## config.mk

```make
export PLATFORM = sky130hd
export DESIGN_NAME = dbuf_flag_ctrl
export DESIGN_NICKNAME = d
export VERILOG_FILES = /design/src/rtl/dbuf_pkg.sv /design/src/rtl/dbuf_evt_decode.sv /design/src/rtl/dbuf_host_port.sv /design/src/rtl/dbuf_tx_path.sv /design/src/rtl/dbuf_rx_path.sv /design/src/rtl/dbuf_flag_ctrl.sv
export SDC_FILE = /design/constraint.sdc
export NUM_CORES = 1
export LEC_CHECK = 0
export ABC_CLOCK_PERIOD_IN_PS = 2100
export BUFFER_PORTS_ARGS = -buffer_cell sky130_fd_sc_hd__buf_2
export CAP_MARGIN = 15
export CORE_UTILIZATION = 49
export CTS_BUF_LIST = sky130_fd_sc_hd__clkbuf_2
export DETAILED_ROUTE_END_ITERATION = 8
export PLACE_DENSITY_LB_ADDON = 0.05
export SLEW_MARGIN = 40
export SYNTH_ARGS = -nofsm -noshare
export SYNTH_HDL_FRONTEND = slang
export SYNTH_SLANG_ARGS = --single-unit
```

## constraint.sdc

```tcl
create_clock -name clk -period 2.1 [get_ports clk]
set_input_delay 0.21 -clock clk [delete_from_list [all_inputs] [get_ports clk]]
set_output_delay 0.21 -clock clk [all_outputs]
set_load 0.01 [all_outputs]
```

## src/rtl/dbuf_pkg.sv

```systemverilog
// Shared types and bit-number helpers for the double-buffered flag controller.
// Assumes bit numbers count 1..DATA_W for data bits and DATA_W+1 for acknowledge.
package dbuf_pkg;

    typedef struct packed {
        logic empty;
        logic shfull;
        logic hold;
        logic first;
    } txst_t;

    typedef struct packed {
        logic full;
        logic shfull;
        logic hold;
    } rxst_t;

    function automatic int cnt_width(input int data_w);
        return $clog2(data_w + 2);
    endfunction

endpackage

```

## src/rtl/dbuf_evt_decode.sv

```systemverilog
// Turns raw SCL edge pulses plus the bit number into the three frame events
// the flag logic reacts to. Assumes pulses are single-cycle and synchronous.
module dbuf_evt_decode #(
    parameter int DATA_W = 8,
    parameter int CNT_W  = dbuf_pkg::cnt_width(DATA_W)
) (
    input  logic             scl_fall,
    input  logic             scl_rise,
    input  logic [CNT_W-1:0] bit_num,
    output logic             fall_first,
    output logic             fall_last,
    output logic             rise_ack
);
    localparam logic [CNT_W-1:0] FIRST_BIT = CNT_W'(1);
    localparam logic [CNT_W-1:0] LAST_BIT  = CNT_W'(DATA_W);
    localparam logic [CNT_W-1:0] ACK_BIT   = CNT_W'(DATA_W + 1);

    // Match edge pulses against the three bit positions of interest.
    always_comb begin
        fall_first = scl_fall && (bit_num == FIRST_BIT);
        fall_last  = scl_fall && (bit_num == LAST_BIT);
        rise_ack   = scl_rise && (bit_num == ACK_BIT);
    end
endmodule

```

## src/rtl/dbuf_host_port.sv

```systemverilog
// Qualifies CPU accesses against the alternate-path enable and returns the
// receive buffer as read data. Assumes sel/wr/rd are single-cycle strobes.
module dbuf_host_port #(
    parameter int DATA_W = 8
) (
    input  logic              clk,
    input  logic              rst_n,
    input  logic              sel_main,
    input  logic              sel_alt,
    input  logic              wr,
    input  logic              rd,
    input  logic              alt_en,
    input  logic [DATA_W-1:0] rx_buf,
    output logic              wr_ok,
    output logic              rd_ok,
    output logic [DATA_W-1:0] rdata
);
    logic addr_hit;

    // Plain address only counts while the alternate path is disabled.
    always_comb begin
        addr_hit = sel_alt || (sel_main && !alt_en);
        wr_ok    = addr_hit && wr;
        rd_ok    = addr_hit && rd;
        rdata    = rx_buf;
    end

    AST_MAIN_IGNORED: assert property (@(posedge clk) disable iff (!rst_n)
        (alt_en && sel_main && !sel_alt) |-> (!wr_ok && !rd_ok));
endmodule

```

## src/rtl/dbuf_tx_path.sv

```systemverilog
// Transmit holding buffer with empty / shift-full flags, load strobe and
// clock-stretch request. CPU write is applied first, bus events override.
module dbuf_tx_path #(
    parameter int DATA_W = 8
) (
    input  logic              clk,
    input  logic              rst_n,
    input  logic              wr_ok,
    input  logic [DATA_W-1:0] wdata,
    input  logic              is_tx,
    input  logic              is_master,
    input  logic              ev_start,
    input  logic              ev_stop,
    input  logic              fall_first,
    input  logic              rise_ack,
    output logic              empty,
    output logic              shfull,
    output logic              hold,
    output logic              load,
    output logic [DATA_W-1:0] load_data,
    output logic [DATA_W-1:0] buf_q
);
    import dbuf_pkg::*;

    txst_t             st_q, st_n;
    logic              load_q, load_n;
    logic [DATA_W-1:0] buf_r, buf_n, ldat_q, ldat_n;

    // Next-state: CPU write, then start, first-bit fall, ack rise, stop.
    always_comb begin
        st_n   = st_q;
        buf_n  = buf_r;
        ldat_n = ldat_q;
        load_n = 1'b0;
        if (wr_ok) begin
            buf_n       = wdata;
            st_n.empty  = 1'b0;
            if (st_q.hold) begin
                load_n      = 1'b1;
                ldat_n      = wdata;
                st_n.empty  = 1'b1;
                st_n.shfull = 1'b1;
                st_n.hold   = 1'b0;
            end
        end
        if (ev_start) begin
            st_n.first = is_master;
            if (is_tx) st_n.empty = 1'b1;
        end
        if (is_tx && fall_first) begin
            if (!st_n.empty) begin
                load_n      = 1'b1;
                ldat_n      = buf_n;
                st_n.empty  = 1'b1;
                st_n.shfull = 1'b1;
            end else begin
                st_n.hold = 1'b1;
            end
        end
        if (is_tx && rise_ack) begin
            st_n.shfull = 1'b0;
            if (st_q.first && is_master) st_n.empty = 1'b1;
            st_n.first = 1'b0;
        end
        if (ev_stop) begin
            st_n = '0;
        end
    end

    // Flag and strobe registers with synchronous reset.
    always_ff @(posedge clk) begin
        if (!rst_n) begin
            st_q   <= '0;
            load_q <= 1'b0;
        end else begin
            st_q   <= st_n;
            load_q <= load_n;
        end
    end

    // Data registers carry no reset; contents are undefined until written.
    always_ff @(posedge clk) begin
        buf_r  <= buf_n;
        ldat_q <= ldat_n;
    end

    assign empty     = st_q.empty;
    assign shfull    = st_q.shfull;
    assign hold      = st_q.hold;
    assign load      = load_q;
    assign load_data = ldat_q;
    assign buf_q     = buf_r;

    AST_LOAD_MARKS_FULL: assert property (@(posedge clk) disable iff (!rst_n)
        load_q |-> (st_q.empty && st_q.shfull));
    AST_STOP_IDLES_TX: assert property (@(posedge clk) disable iff (!rst_n)
        ev_stop |=> (!empty && !shfull && !hold));
    AST_WRITE_FILLS: assert property (@(posedge clk) disable iff (!rst_n)
        (wr_ok && !hold && !ev_start && !ev_stop && !fall_first && !rise_ack) |=> !empty);
    AST_HOLD_ON_EMPTY: assert property (@(posedge clk) disable iff (!rst_n)
        (is_tx && fall_first && empty && !wr_ok && !ev_start && !ev_stop) |=> (hold && !load));
endmodule

```

## src/rtl/dbuf_rx_path.sv

```systemverilog
// Receive holding buffer plus one parked byte in the shift stage, with full
// flags, unload strobe and clock-stretch request. CPU read applied first.
module dbuf_rx_path #(
    parameter int DATA_W = 8
) (
    input  logic              clk,
    input  logic              rst_n,
    input  logic              rd_ok,
    input  logic              is_tx,
    input  logic              ev_stop,
    input  logic              fall_last,
    input  logic [DATA_W-1:0] rx_byte,
    output logic              full,
    output logic              shfull,
    output logic              hold,
    output logic              unload,
    output logic [DATA_W-1:0] buf_q
);
    import dbuf_pkg::*;

    rxst_t             st_q, st_n;
    logic              unl_q, unl_n;
    logic              byte_done;
    logic [DATA_W-1:0] buf_r, buf_n, park_q, park_n;

    // Next-state: CPU read drains first, then the completed byte, then stop.
    always_comb begin
        st_n      = st_q;
        buf_n     = buf_r;
        park_n    = park_q;
        unl_n     = 1'b0;
        byte_done = fall_last && !is_tx;
        if (rd_ok) begin
            if (st_q.shfull) begin
                buf_n       = park_q;
                st_n.shfull = 1'b0;
                st_n.hold   = 1'b0;
                unl_n       = 1'b1;
            end else begin
                st_n.full = 1'b0;
            end
        end
        if (byte_done) begin
            if (!st_n.full) begin
                buf_n     = rx_byte;
                st_n.full = 1'b1;
                unl_n     = 1'b1;
            end else begin
                park_n      = rx_byte;
                st_n.shfull = 1'b1;
                st_n.hold   = 1'b1;
            end
        end
        if (ev_stop) begin
            st_n = '0;
        end
    end

    // Flag and strobe registers with synchronous reset.
    always_ff @(posedge clk) begin
        if (!rst_n) begin
            st_q  <= '0;
            unl_q <= 1'b0;
        end else begin
            st_q  <= st_n;
            unl_q <= unl_n;
        end
    end

    // Data registers carry no reset; contents are undefined until received.
    always_ff @(posedge clk) begin
        buf_r  <= buf_n;
        park_q <= park_n;
    end

    assign full   = st_q.full;
    assign shfull = st_q.shfull;
    assign hold   = st_q.hold;
    assign unload = unl_q;
    assign buf_q  = buf_r;

    AST_PARK_NEEDS_BUF: assert property (@(posedge clk) disable iff (!rst_n)
        shfull |-> full);
    AST_BYTE_LANDS: assert property (@(posedge clk) disable iff (!rst_n)
        (fall_last && !is_tx && !ev_stop) |=> full);
    AST_READ_DRAINS: assert property (@(posedge clk) disable iff (!rst_n)
        (rd_ok && shfull && !ev_stop && !(fall_last && !is_tx)) |=> (full && !shfull && !hold && unload));
    AST_READ_EMPTIES: assert property (@(posedge clk) disable iff (!rst_n)
        (rd_ok && !shfull && !ev_stop && !(fall_last && !is_tx)) |=> !full);
    AST_STOP_IDLES_RX: assert property (@(posedge clk) disable iff (!rst_n)
        ev_stop |=> (!full && !shfull && !hold));
endmodule

```

## src/rtl/dbuf_flag_ctrl.sv

```systemverilog
// Top of the double-buffered I2C data flag controller: decodes bus events,
// qualifies CPU accesses and runs the transmit and receive buffer paths.
// Assumes all bus event inputs are single-cycle pulses synchronous to clk.
module dbuf_flag_ctrl #(
    parameter int DATA_W = 8,
    parameter int CNT_W  = dbuf_pkg::cnt_width(DATA_W)
) (
    input  logic              clk,
    input  logic              rst_n,
    input  logic              host_sel_main,
    input  logic              host_sel_alt,
    input  logic              host_wr,
    input  logic              host_rd,
    input  logic [DATA_W-1:0] host_wdata,
    input  logic              alt_path_en,
    output logic [DATA_W-1:0] host_rdata,
    input  logic              bus_start,
    input  logic              bus_stop,
    input  logic              scl_fall,
    input  logic              scl_rise,
    input  logic [CNT_W-1:0]  bit_num,
    input  logic              mode_master,
    input  logic              mode_tx,
    input  logic [DATA_W-1:0] shift_rx_byte,
    output logic              tx_empty,
    output logic              tx_shift_full,
    output logic              rx_full,
    output logic              rx_shift_full,
    output logic [DATA_W-1:0] tx_buf_q,
    output logic [DATA_W-1:0] rx_buf_q,
    output logic              shift_load,
    output logic [DATA_W-1:0] shift_load_data,
    output logic              shift_unload,
    output logic              scl_hold
);
    logic wr_ok, rd_ok;
    logic fall_first, fall_last, rise_ack;
    logic tx_hold, rx_hold;

    dbuf_evt_decode #(.DATA_W(DATA_W), .CNT_W(CNT_W)) u_evt (
        .scl_fall   (scl_fall),
        .scl_rise   (scl_rise),
        .bit_num    (bit_num),
        .fall_first (fall_first),
        .fall_last  (fall_last),
        .rise_ack   (rise_ack)
    );

    dbuf_host_port #(.DATA_W(DATA_W)) u_host (
        .clk      (clk),
        .rst_n    (rst_n),
        .sel_main (host_sel_main),
        .sel_alt  (host_sel_alt),
        .wr       (host_wr),
        .rd       (host_rd),
        .alt_en   (alt_path_en),
        .rx_buf   (rx_buf_q),
        .wr_ok    (wr_ok),
        .rd_ok    (rd_ok),
        .rdata    (host_rdata)
    );

    dbuf_tx_path #(.DATA_W(DATA_W)) u_tx (
        .clk        (clk),
        .rst_n      (rst_n),
        .wr_ok      (wr_ok),
        .wdata      (host_wdata),
        .is_tx      (mode_tx),
        .is_master  (mode_master),
        .ev_start   (bus_start),
        .ev_stop    (bus_stop),
        .fall_first (fall_first),
        .rise_ack   (rise_ack),
        .empty      (tx_empty),
        .shfull     (tx_shift_full),
        .hold       (tx_hold),
        .load       (shift_load),
        .load_data  (shift_load_data),
        .buf_q      (tx_buf_q)
    );

    dbuf_rx_path #(.DATA_W(DATA_W)) u_rx (
        .clk       (clk),
        .rst_n     (rst_n),
        .rd_ok     (rd_ok),
        .is_tx     (mode_tx),
        .ev_stop   (bus_stop),
        .fall_last (fall_last),
        .rx_byte   (shift_rx_byte),
        .full      (rx_full),
        .shfull    (rx_shift_full),
        .hold      (rx_hold),
        .unload    (shift_unload),
        .buf_q     (rx_buf_q)
    );

    // Either path may ask for SCL to be stretched.
    always_comb scl_hold = tx_hold || rx_hold;

    AST_RESET_QUIET: assert property (@(posedge clk)
        !rst_n |=> (!tx_empty && !tx_shift_full && !rx_full && !rx_shift_full && !scl_hold));
endmodule

```

==> After elaboration in Yosys (flattened, before gate mapping) <==
Cells that the tools add are included.
{ "classes": {"eq_ne": 3, "n_bitwise": 1, "reduce_logical": 17, "mux": 31} }
{ "op_table": {"columns": ["operator", "n"], "rows": [
  ["8-bit two-way mux", 9],
  ["1-bit two-way mux", 15],
  ["3-bit two-way mux", 5],
  ["1-bit logical AND", 10],
  ["4-bit equality test, second input constant", 2],
  ["4-bit by 1-bit equality test with 1-bit output, second input constant", 1],
  ["2-bit two-way mux", 2],
  ["3-bit OR reduction", 1],
  ["1-bit logical NOT", 2],
  ["1-bit logical OR", 2],
  ["2-bit AND reduction", 1],
  ["2-bit OR reduction", 1],
  ["1-bit NOT", 1]
]} }
{ "word_totals": {"out_inout_bits": 39, "regBits": 41, "input_bits": 33} }

==> Longest topological paths before layout <==
Gate-level depths: netlist of run 1.
{ "logic_depth": {"depth_word": 11, "ltp_mapped": 5} }

==> By module <==
From an unflattened synthesis of run 1, not the netlist that was laid out.
{ "hier_totals": {"cells_unflattened": 133, "area_unflattened_um2": 1762.9} }
{ "by_module_without_submodules": {"columns": ["mod", "area_each_um2", "cells_per_inst", "seq_area_each_um2", "n_inst"], "rows": [
  ["dbuf_tx_path", 824.5, 64, 420.4, 1],
  ["dbuf_rx_path", 785.8, 51, 480.5, 1],
  ["dbuf_host_port", 88.8, 11, 0.0, 1],
  ["dbuf_evt_decode", 57.6, 6, 0.0, 1],
  ["dbuf_flag_ctrl", 6.3, 1, 0.0, 1]
]} }

==> Least setup slack after synthesis of run 1 <==
OpenSTA, ideal clock, no wires.
{ "synth_path": {"path_kind": "input-to-reg", "startpoint": "input port bit_num[2]", "endpoint": "register u_tx.ldat_q[0] (netlist: u_tx.load_data[0])", "arrival_ns": 1.618, "setup_slack_ns": 0.424, "n_path_buf": 0, "stages": 4, "cell_sequence": "or3b_4 or4b_4 a21boi_4 o221a_2"} }
{ "synth_between": {"elab_chain_cells": 4} }
{ "synth_lines": {"columns": ["item", "line_no", "rtl"], "rows": [
  ["from (decl)", "dbuf_flag_ctrl.sv:21", "input logic [CNT_W-1:0] bit_num,"],
  ["4-bit by 1-bit equality test with 1-bit output", "dbuf_evt_decode.sv:20", "fall_first = scl_fall && (bit_num == FIRST_BIT);"],
  ["1-bit logical AND", "dbuf_evt_decode.sv:20", null],
  ["1-bit logical AND", "dbuf_tx_path.sv:50", "if (is_tx && fall_first) begin"],
  ["8-bit two-way mux", "dbuf_tx_path.sv:50", null],
  ["net u_tx.ldat_n[0]", "dbuf_tx_path.sv:27", "logic [DATA_W-1:0] buf_r, buf_n, ldat_q, ldat_n;"],
  ["to (signal assigned)", "dbuf_tx_path.sv:84", "ldat_q <= ldat_n;"],
  ["to (decl)", "dbuf_tx_path.sv:27", null]
]} }
The timed path passes the listed nets, and every way through them passes these cells.
A chain may end at the register's enable or synchronous reset.

==> Worst setup path in the final report of run 1 <==
{ "layout_path": {"startpoint": "input port bit_num[2]", "endpoint": "register u_tx.ldat_q[7] (netlist: u_tx.load_data[7])"} }
Same word-level chain as after synthesis.

==> results of run 1 <==
## flip-flops by register name (all words and copies together) (netlist names)
| name | flops |
|---|---|
| u_rx.full | 1 |
| u_rx.buf_q | 8 |
| u_rx.unload | 1 |
| u_tx.shfull | 1 |
| u_rx.shfull | 1 |
| u_rx.hold | 1 |
| u_tx.buf_q | 8 |
| u_tx.load | 1 |
| u_tx.hold | 1 |
| u_tx.empty | 1 |
| u_rx.park_q | 8 |
| u_tx.load_data | 8 |
| u_tx.st_q | 1 |
## cells in the final DEF, fill, tap and decap left out, types with 3 or more instances in the layout
cell type / Yosys / final
a21oi_1: 5 / 5
buf_2: 0 / 71
clkbuf_2: 0 / 6
dfxtp_1: 33 / 33
dlygate4sd3_1: 0 / 11
edfxtp_1: 8 / 8
inv_1: 4 / 4
mux2_2: 24 / 24
nand2_1: 6 / 6
nand2b_1: 4 / 4
nor2_1: 3 / 3
o221a_2: 8 / 8
or3b_1: 8 / 8
## cell type report
class                   instances  share of cell area [%]
well taps                      46                    2.55
flip-flops and latches         41                    39.9
clock inverters                 2                    1.50
inverters                       4                   0.665
multi-input cells              84                    32.8
clock buffers                   6                    1.33
repair buffers                 84                    21.3
## worst paths after layout
kind                                           to           from  slack [ns]
worst max-delay path            u_tx.load_data[7]     bit_num[2]        0.48
worst min-delay path                u_tx.buf_q[0]  host_wdata[0]        0.05
worst max register to register  u_tx.load_data[7]     u_tx.empty        0.51
worst min register to register          u_rx.hold      u_rx.hold        0.47
## power groups by stage
stage	Sequential (mW)	Combinational [mW]	Clock (mW)
finish	0.949	0.384	0.446
floorplan	1.01	0.193	0
detailed placement	0.964	0.371	0
CTS	0.949	0.382	0.458
global placement	0.959	0.362	0
global route	0.961	0.421	0.492
## metrics by stage
stage                     cells  power, mW  area (sq um)  setup slack, ns  hold slack [ns]
after floorplan             139       1.20          1720            0.424            0.309
after global placement      248       1.32          2080           0.0817            0.402
after detailed placement    248       1.34          2080           0.0276            0.405
after CTS                   264       1.79          2220            0.336           0.0208
after global routing        267       1.87          2260            0.418          0.00259
final                       267       1.78          2260            0.478           0.0480
## kinds of logic after synthesis
family                 after synthesis  share of synthesized area (%)
flip-flops                          41                           52.4
buffers and inverters               14                           4.80
AND/OR/NAND/NOR                     34                           13.3
multiplexers                        25                           16.3
AO/OA/AOI/OAI                       25                           13.2
## layer usage
layer / vias to the layer above / global-route usage, % / wire [microns]
met5: - / 0 / 0
met4: 0 / 7.79 / 62
met3: 8 / 7.98 / 189
met2: 39 / 31.4 / 1800
met1: 632 / 20.9 / 1450
li1: 668 / - / -
==> reports/qor.csv, run 1 <==
stage,metric,value,unit
timing,min_period,1.62,ns
clock_tree,postCtsResizedCells,0,
worst_setup_path,required,2.44,ns
power_and_ir_drop,p_int,1.31,mW
floorplanning,die_width,61.3,microns
timing,worst_pin_slew,0.497,ns
timing,max-slew-margin-rel,66.8,%
floorplanning,initial_core_util,51.6,%
clock_tree,cts_buffer_depth,2,
status,status,"finished, final reports clean",
layout,multiInputGateArea,741,sq um
worst_setup_path,crit_type,in -> reg,
worst_setup_path,cp_slowest_cell,o41ai_4,
floorplanning,design.die.area,0.00375,sq mm
placed_design,gp_congestion,0.752,
yosys,syn-num-nets,172,
global_routing,antenna_found_initial,0,
yosys,synth_area_leaders,"dfxtp_1 38%, mux2_2 16%, edfxtp_1 14%, o221a_2 5.2%, or3b_1 4.1%",
power_and_ir_drop,seqPwrFrac,53.3,%
worst_setup_path,rr_worst_depth,4,
yosys,ys_types,33,
timing,period_share,77.2,%
layout,final-seq-area,901,sq um
hold_path,hold_depth,2,
clock_tree,path_clk_slew,0.19,ns
clock_tree,hold_buffers,8,
timing,finalSetupViolCount,0,
drt,first_pass_iters,4,
drt,num_vias,1347,
clock_tree,cts_tree,done,
yosys,syn_inst,139,
yosys,ys_warn_count,0,
drt,drtIter0Drc,29,
drt,wire_per_inst,13.1,microns
global_routing,grt_max_degree,20,
worst_setup_path,crit_path_max_fanout,10,
clock_tree,cts_setup_buffers,0,
yosys,synth.avg_cell_area,12.4,sq um
layout,drive_gt1_share,54.3,%
clock_tree,cts-root-buf,clkbuf_2,
yosys,yosys.area.top_type,dfxtp_1,
layout,final_util,67.7,%
worst_setup_path,cp_slowest_stage_delay,0.54,ns
drt,via_per_inst,5.04,
timing,rsz0062_at_grt,false,
power_and_ir_drop,p_per_area,788,mW/mm^2
worst_setup_path,crit_family,compound AO/OA/AOI/OAI gates,
power_and_ir_drop,pwr-share-comb,21.6,%
floorplanning,rows,21,
clock_tree,cts_sinks,41,
worst_setup_path,path_cells,"buf_2, or3b_4, o41ai_4, a21boi_4, o221a_2",
layout,syn_to_final_growth,31.3,%
worst_setup_path,worstPathArrival,1.96,ns
timing,drv_slew,0,
worst_setup_path,cp-start-kind,primary input,
yosys,async_reset_ff_share,0,%
clock_tree,numCtsBuffers,5,
global_routing,grt_pass1_vias,1117,
worst_setup_path,cp_num_buf_inv,1,
hold_path,hold_class,in -> reg,
layout,insertedDiodeCount,0,
worst_setup_path,worst_setup_path_end_kind,register,
global_routing,grtUsageTotal,18.7,%
global_routing,grt_first_pass_wirelength,4.91,mm
yosys,ys_seq_area_share,52.4,%
placed_design,port_buffers,71,
layout,final_nets,253,
clock_tree,htreeDepth,2,
timing,clock_skew,0.0201,ns
placed_design,dpl.hpwl,2.55,mm
floorplanning,coreArea,0.00334,sq mm
clock_tree,clkLatencyLatePin,0.39,ns
yosys,synthesis.area,0.00172,sq mm
layout,nFillCells,286,
timing,hold_viol_final,0,
drt,antenna_violating_nets_post_route,0,
power_and_ir_drop,switching_share,26.1,%
floorplanning,io_pins,72,
power_and_ir_drop,peakVddDrop,0.513,mV
timing,setup_tns,0,ns
flow_run,drv_cap,0,
yosys,synthFlopType,dfxtp_1,
timing,fmax,617,MHz
yosys,synth_edf_count,8,
drt,drc,0,
power_and_ir_drop,leakagePower,1.01,nW
drt,routed_wl,3.50,mm
yosys,synth.most_common_cell,dfxtp_1,
yosys,yosysTopAreaCellShare,38.4,%
yosys,ys_top_cells_by_count,"33 x dfxtp_1, 24 x mux2_2",
power_and_ir_drop,clockPowerShare,25.1,%
worst_setup_path,cp_num_cells,5,
yosys,ys_ff_latch,41,
floorplanning,die_h,61.3,microns
global_routing,overflow,0,
power_and_ir_drop,switching_power,0.465,mW
(Power assumes the default switching activity.)
==> run 2: changes to the inputs <==
--- a/config.mk
+++ b/config.mk
@@ -5,10 +5,10 @@
 export SDC_FILE = /design/constraint.sdc
 export NUM_CORES = 1
 export LEC_CHECK = 0
-export ABC_CLOCK_PERIOD_IN_PS = 2100
+export ABC_CLOCK_PERIOD_IN_PS = 1470
 export BUFFER_PORTS_ARGS = -buffer_cell sky130_fd_sc_hd__buf_2
 export CAP_MARGIN = 15
-export CORE_UTILIZATION = 49
+export CORE_UTILIZATION = 44
 export CTS_BUF_LIST = sky130_fd_sc_hd__clkbuf_2
 export DETAILED_ROUTE_END_ITERATION = 8
 export PLACE_DENSITY_LB_ADDON = 0.05
==> constraint.sdc (replaced) <==
create_clock -name clk -period 1.47 [get_ports clk]
set_input_delay 0.147 -clock clk [delete_from_list [all_inputs] [get_ports clk]]
set_output_delay 0.147 -clock clk [all_outputs]
set_load 0.01 [all_outputs]
==> reports/qor.csv, run 2 (synthesized netlist as in run 1, its figures left out) <==
stage,metric,value,unit,change
timing,max-slew-margin-rel,77.7,%,was 66.8%
status,status,"finished, final reports clean",,unchanged
drt,num_vias,1435,,"was 1,347"
floorplanning,die_width,64.5,microns,was 61.3 microns
floorplanning,rows,22,,was 21
hold_path,hold_depth,3,,was 2
floorplanning,coreArea,0.00372,sq mm,was 0.00334 sq mm
placed_design,gp_congestion,0.783,,was 0.752
timing,fmax,685,MHz,
placed_design,port_buffers,71,,unchanged
power_and_ir_drop,power,2.58,mW,was 1.78 mW
global_routing,grt_max_degree,19,,was 20
timing,min_period,1.46,ns,
drt,routed_wl,3.69,mm,was 3.50 mm
worst_setup_path,reg2reg_slack,0.01,ns,was 0.51 ns
placed_design,dpl.hpwl,2.67,mm,was 2.55 mm
drt,drtIter0Drc,30,,was 29
clock_tree,numCtsBuffers,5,,unchanged
timing,worst_pin_slew,0.333,ns,was 0.497 ns
clock_tree,cts_sinks,41,,unchanged
worst_setup_path,required,1.75,ns,was 2.44 ns
worst_setup_path,crit_path_max_fanout,10,,unchanged
layout,final_util,67.3,%,was 67.7%
layout,final_common_cell,buf_2,,unchanged
timing,hold_viol_final,0,,unchanged
worst_setup_path,worstPathArrival,1.74,ns,was 1.96 ns
clock_tree,path_clk_slew,0.19,ns,about the same
global_routing,antenna_found_initial,0,,unchanged
clock_tree,cts-root-buf,clkbuf_2,,unchanged
clock_tree,clkLatencyLatePin,0.38,ns,was 0.39 ns
flow_run,drv_cap,0,,unchanged
clock_tree,cts_tree,done,,unchanged
global_routing,grt_first_pass_wirelength,5.85,mm,was 4.91 mm
worst_setup_path,rr_worst_depth,5,,was 4
worst_setup_path,cp-start-kind,register,,was primary input
hold_path,hold_end,u_rx.full,,was u_tx.buf_q[0]
timing,drv_slew,0,,unchanged
worst_setup_path,crit_type,reg -> reg,,was in -> reg
hold_path,worstHoldStart,bus_stop,,was host_wdata[0]
power_and_ir_drop,leakagePower,1.13,nW,was 1.01 nW
timing,period_share,99.3,%,
timing,clock_skew,0.0138,ns,was 0.0201 ns
drt,wire_per_inst,12.6,microns,was 13.1 microns
worst_setup_path,rr_endpoint,u_rx.buf_q[0],,was u_tx.load_data[7]
layout,syn_to_final_growth,45.5,%,was 31.3%
clock_tree,htreeDepth,2,,unchanged
layout,layout_common_cells,"71 x buf_2, 31 x dfxtp_1, 23 x mux2_2, 18 x dlygate4sd3_1, 18 x buf_4",,"was 71 x buf_2, 33 x dfxtp_1, 24 x mux2_2, 11 x dlygate4sd3_1"
timing,timing.hold.ws,0.0329,ns,was 0.0480 ns
power_and_ir_drop,peakVddDrop,0.720,mV,was 0.513 mV
drt,first_pass_iters,4,,unchanged
layout,final_nets,277,,was 253
worst_setup_path,rr_startpoint,u_rx.shfull,,was u_tx.empty
drt,antenna_violating_nets_post_route,0,,unchanged
layout,insertedDiodeCount,0,,unchanged
floorplanning,io_pins,72,,unchanged
global_routing,grtUsageTotal,18.7,%,about the same
drt,via_per_inst,4.90,,was 5.04
timing,rsz0062_at_grt,true,,was false
layout,drive_gt1_share,58.4,%,was 54.3%
power_and_ir_drop,p_per_area,1030,mW/mm^2,was 788 mW/mm^2
timing,finalSetupViolCount,0,,unchanged
clock_tree,cts_buffer_depth,2,,unchanged
global_routing,overflow,0,,unchanged
hold_path,hold_class,in -> reg,,unchanged
layout,nFillCells,304,,was 286
floorplanning,die_h,64.5,microns,was 61.3 microns
floorplanning,initial_core_util,46.3,%,was 51.6%
worst_setup_path,worst_setup_path_end_kind,register,,unchanged
floorplanning,design.die.area,0.00416,sq mm,was 0.00375 sq mm
global_routing,grt_pass1_vias,1327,,"was 1,117"
drt,drc,0,,unchanged
[run 2: cell count changes in the layout (fill, tap and decap cells not counted), sizes merged]
cell / before / now
buf: 73 / 89
dlygate4sd3: 11 / 18
a21boi: 2 / 3
[run 2: power breakdown]
group          switching, mW  internal (mW)
registers             0.0823           1.28
clock network          0.339          0.290
logic                  0.248          0.347
[run 2: critical path, stage by stage, from the launching register on]
cell      delay [ns]
dfxtp_2         0.36
buf_4           0.13
o211ai_1        0.07
buf_4           0.21
mux2_2          0.35
mux2_4          0.26
[run 2: layout make-up]
type	instances	area, sq um	area share, %
inverters	4	15.0	0.600
clock buffers	6	30.0	1.20
well taps	48	60.1	2.40
flip-flops and latches	41	903	36.1
repair buffers	107	671	26.8
multi-input cells	85	790	31.5
clock inverters	2	33.8	1.35
[run 2: worst max-delay path by stage]
stage                     cells after the start        start                 to  slack (ns)
after global placement                        5   bit_num[2]  u_tx.load_data[6]       -0.33
after detailed placement                      6   bit_num[2]  u_tx.load_data[0]       -0.40
after CTS                                     4   u_tx.empty  u_tx.load_data[5]      -0.009
after floorplan                               4   bit_num[2]  u_tx.load_data[0]       -0.12
final                                         5  u_rx.shfull      u_rx.buf_q[0]        0.01
after global routing                          5  u_rx.shfull      u_rx.buf_q[0]       -0.08
[run 2: timing repair]
| item | in CTS | in global routing |
|---|---|---|
| hold endpoints to repair | 26 | 0 |
| setup endpoints to repair | 14 | 22 |
| resized for setup | 5 | 2 |
| cloned | 1 | 0 |
| buffers inserted | 2 | 1 |
| pin swaps | 3 | 3 |
| hold buffers | 18 | 0 |
[run 2: metal layers]
metal	GRT usage (%)	routed length (microns)	share of wire, %
met2	34.2	1880	51
met4	5.83	48	1.3
met3	6.16	177	4.8
met5	0	0	0
met1	20.1	1580	43
[run 2: through the flow]
stage	instance area [sq um]	std cells	setup TNS, ns	setup WS, ns
global placement	2200	263	-6.51	-0.332
global route	2500	293	-0.493	-0.0791
CTS	2490	292	-0.0161	-0.00851
detailed placement	2200	263	-7.01	-0.404
finish	2500	293	0	0.00980
floorplan	1740	139	-2.21	-0.119
==> run 3: changes to the inputs <==
--- a/config.mk
+++ b/config.mk
@@ -8,6 +8,7 @@
 export ABC_CLOCK_PERIOD_IN_PS = 1470
 export BUFFER_PORTS_ARGS = -buffer_cell sky130_fd_sc_hd__buf_2
 export CAP_MARGIN = 15
+export CORE_MARGIN = 2
 export CORE_UTILIZATION = 44
 export CTS_BUF_LIST = sky130_fd_sc_hd__clkbuf_2
 export DETAILED_ROUTE_END_ITERATION = 8
==> reports/qor.csv, run 3 (synthesized netlist as in run 1, its figures left out) <==
stage,metric,value,unit,change
status,status,"finished, final reports clean",,unchanged
clock_tree,clkLatencyLatePin,0.38,ns,about the same
worst_setup_path,required,1.81,ns,was 1.75 ns
global_routing,grt_first_pass_wirelength,5.88,mm,was 5.85 mm
worst_setup_path,worst_setup_path_end_kind,register,,unchanged
floorplanning,die_h,66.5,microns,was 64.5 microns
timing,finalSetupViolCount,0,,unchanged
timing,worst_pin_slew,0.347,ns,was 0.333 ns
placed_design,dp_cells,261,,was 263
placed_design,gp_congestion,0.804,,was 0.783
layout,insertedDiodeCount,0,,unchanged
drt,drtIter0Drc,64,,was 30
layout,drive_gt1_share,56.7,%,was 58.4%
timing,period_share,98.7,%,was 99.3%
drt,num_vias,1409,,"was 1,435"
timing,max-slew-margin-rel,76.8,%,was 77.7%
layout,final_nets,272,,was 277
placed_design,dpl.hpwl,2.68,mm,was 2.67 mm
layout,layout_common_cells,"71 x buf_2, 32 x dfxtp_1, 23 x mux2_2, 18 x dlygate4sd3_1, 13 x buf_4",,"was 71 x buf_2, 31 x dfxtp_1, 23 x mux2_2, 18 x dlygate4sd3_1, 18 x buf_4"
timing,rsz0062_at_grt,true,,unchanged
global_routing,antenna_found_initial,0,,unchanged
worst_setup_path,crit_path_max_fanout,5,,was 10
global_routing,grt_max_degree,19,,unchanged
floorplanning,rows,22,,unchanged
floorplanning,initial_core_util,46.3,%,unchanged
placed_design,port_buffers,71,,unchanged
floorplanning,coreArea,0.00372,sq mm,unchanged
clock_tree,cts_tree,done,,unchanged
drt,first_pass_iters,4,,unchanged
drt,via_per_inst,4.89,,was 4.90
layout,final_common_cell,buf_2,,unchanged
global_routing,grt_pass1_vias,1379,,"was 1,327"
global_routing,overflow,0,,unchanged
timing,min_period,1.45,ns,was 1.46 ns
global_routing,grtUsageTotal,17.6,%,was 18.7%
power_and_ir_drop,power,2.57,mW,was 2.58 mW
layout,stdcell_count,288,,was 293
timing,drv_slew,0,,unchanged
timing,fmax,689,MHz,was 685 MHz
clock_tree,cts_buffer_depth,2,,unchanged
floorplanning,design.die.area,0.00443,sq mm,was 0.00416 sq mm
worst_setup_path,worstPathArrival,1.79,ns,was 1.74 ns
floorplanning,die_width,66.5,microns,was 64.5 microns
layout,syn_to_final_growth,42.7,%,was 45.5%
clock_tree,numCtsBuffers,5,,unchanged
worst_setup_path,crit_type,reg -> reg,,unchanged
drt,drc,0,,unchanged
power_and_ir_drop,peakVddDrop,0.732,mV,was 0.720 mV
worst_setup_path,cp-start-kind,register,,unchanged
power_and_ir_drop,p_per_area,1050,mW/mm^2,was 1030 mW/mm^2
timing,clock_skew,0.00738,ns,was 0.0138 ns
clock_tree,cts_sinks,41,,unchanged
layout,final_area,0.00245,sq mm,was 0.00250 sq mm
placed_design,placed_area,0.00218,sq mm,was 0.00220 sq mm
flow_run,drv_cap,0,,unchanged
drt,antenna_violating_nets_post_route,0,,unchanged
worst_setup_path,reg2reg_slack,0.02,ns,was 0.01 ns
drt,routed_wl,3.73,mm,was 3.69 mm
timing,hold_viol_final,0,,unchanged
floorplanning,io_pins,72,,unchanged
drt,wire_per_inst,13.0,microns,was 12.6 microns
clock_tree,path_clk_slew,0.19,ns,about the same
hold_path,hold_class,in -> reg,,unchanged
power_and_ir_drop,leakagePower,1.10,nW,was 1.13 nW
clock_tree,cts-root-buf,clkbuf_2,,unchanged
clock_tree,htreeDepth,2,,unchanged
clock_tree,cts_setup_buffers,0,,was 2
-- run 3: changes by cell type in the layout (fill, tap and decap cells not counted) --
cell,delta
buf_4,-5
a21oi_1,+1
a21oi_2,-1
dfxtp_1,+1
dfxtp_2,-1
nor2_2,+1
nor2_4,-1
-- run 3: what timing repair did --
item	4_1_cts	5_1_grt
pin swaps	0	4
endpoints found under the hold margin	26	0
gates cloned	1	0
gates resized for setup	2	2
setup endpoints to repair	17	9
hold buffers	18	0
-- run 3: worst paths after layout --
path / to / depth (start not counted) / start
setup reg to reg: u_tx.load_data[7] / 4 / u_tx.empty
hold / removal: u_rx.full / 3 / bus_stop
hold reg to reg: u_rx.hold / 2 / u_rx.hold
setup / recovery: u_tx.load_data[7] / 4 / u_tx.empty
-- run 3: power breakdown --
part	leakage [nW]	switching, mW	internal [mW]
combinational	0.717	0.247	0.339
sequential	0.346	0.0789	1.28
clock	0.0406	0.337	0.290
total	1.10	0.663	1.91
-- run 3: final cells by class --
| class | instances | area (sq um) |
|---|---|---|
| Clock buffer | 6 | 30.0 |
| Fill cell | 294 | 1260 |
| Inverter | 4 | 15.0 |
| Sequential cell | 41 | 902 |
| Timing Repair Buffer | 102 | 633 |
| Clock inverter | 2 | 33.8 |
| Tap cell | 48 | 60.1 |
| Multi-Input combinational cell | 85 | 781 |
-- run 3: per-layer routing --
metal / up-vias / share of wire [%] / routed length, microns / track usage [%]
li1: 704 / - / - / -
met1: 648 / 42 / 1580 / 19.7
met2: 50 / 51 / 1890 / 31.6
met3: 7 / 5.7 / 214 / 4.56
met4: 0 / 1.3 / 48 / 6.89
met5: - / 0 / 0 / 0
-- run 3: metrics by stage --
| step | setup WS, ns | hold WS, ns | utilization, % | TNS, ns |
|---|---|---|---|---|
| 2_1_floorplan | -0.119 | 0.246 | - | -2.21 |
| 3_3_place_gp | -0.336 | 0.338 | 58.7 | -6.79 |
| 3_5_place_dp | -0.369 | 0.344 | 58.7 | -7.10 |
| 4_1_cts | 0.00355 | 0.0362 | 66.0 | 0 |
| 5_1_grt | -0.0375 | 0.0413 | 66.1 | -0.177 |
| 6_report | 0.0190 | 0.0576 | 66.1 | 0 |
-- run 3: worst max-delay path, cell delays in order (launching register included) --
cell	delay, ns
dfxtp_2	0.36
nor2_2	0.09
or4b_4	0.51
a21boi_4	0.23
o221a_2	0.22
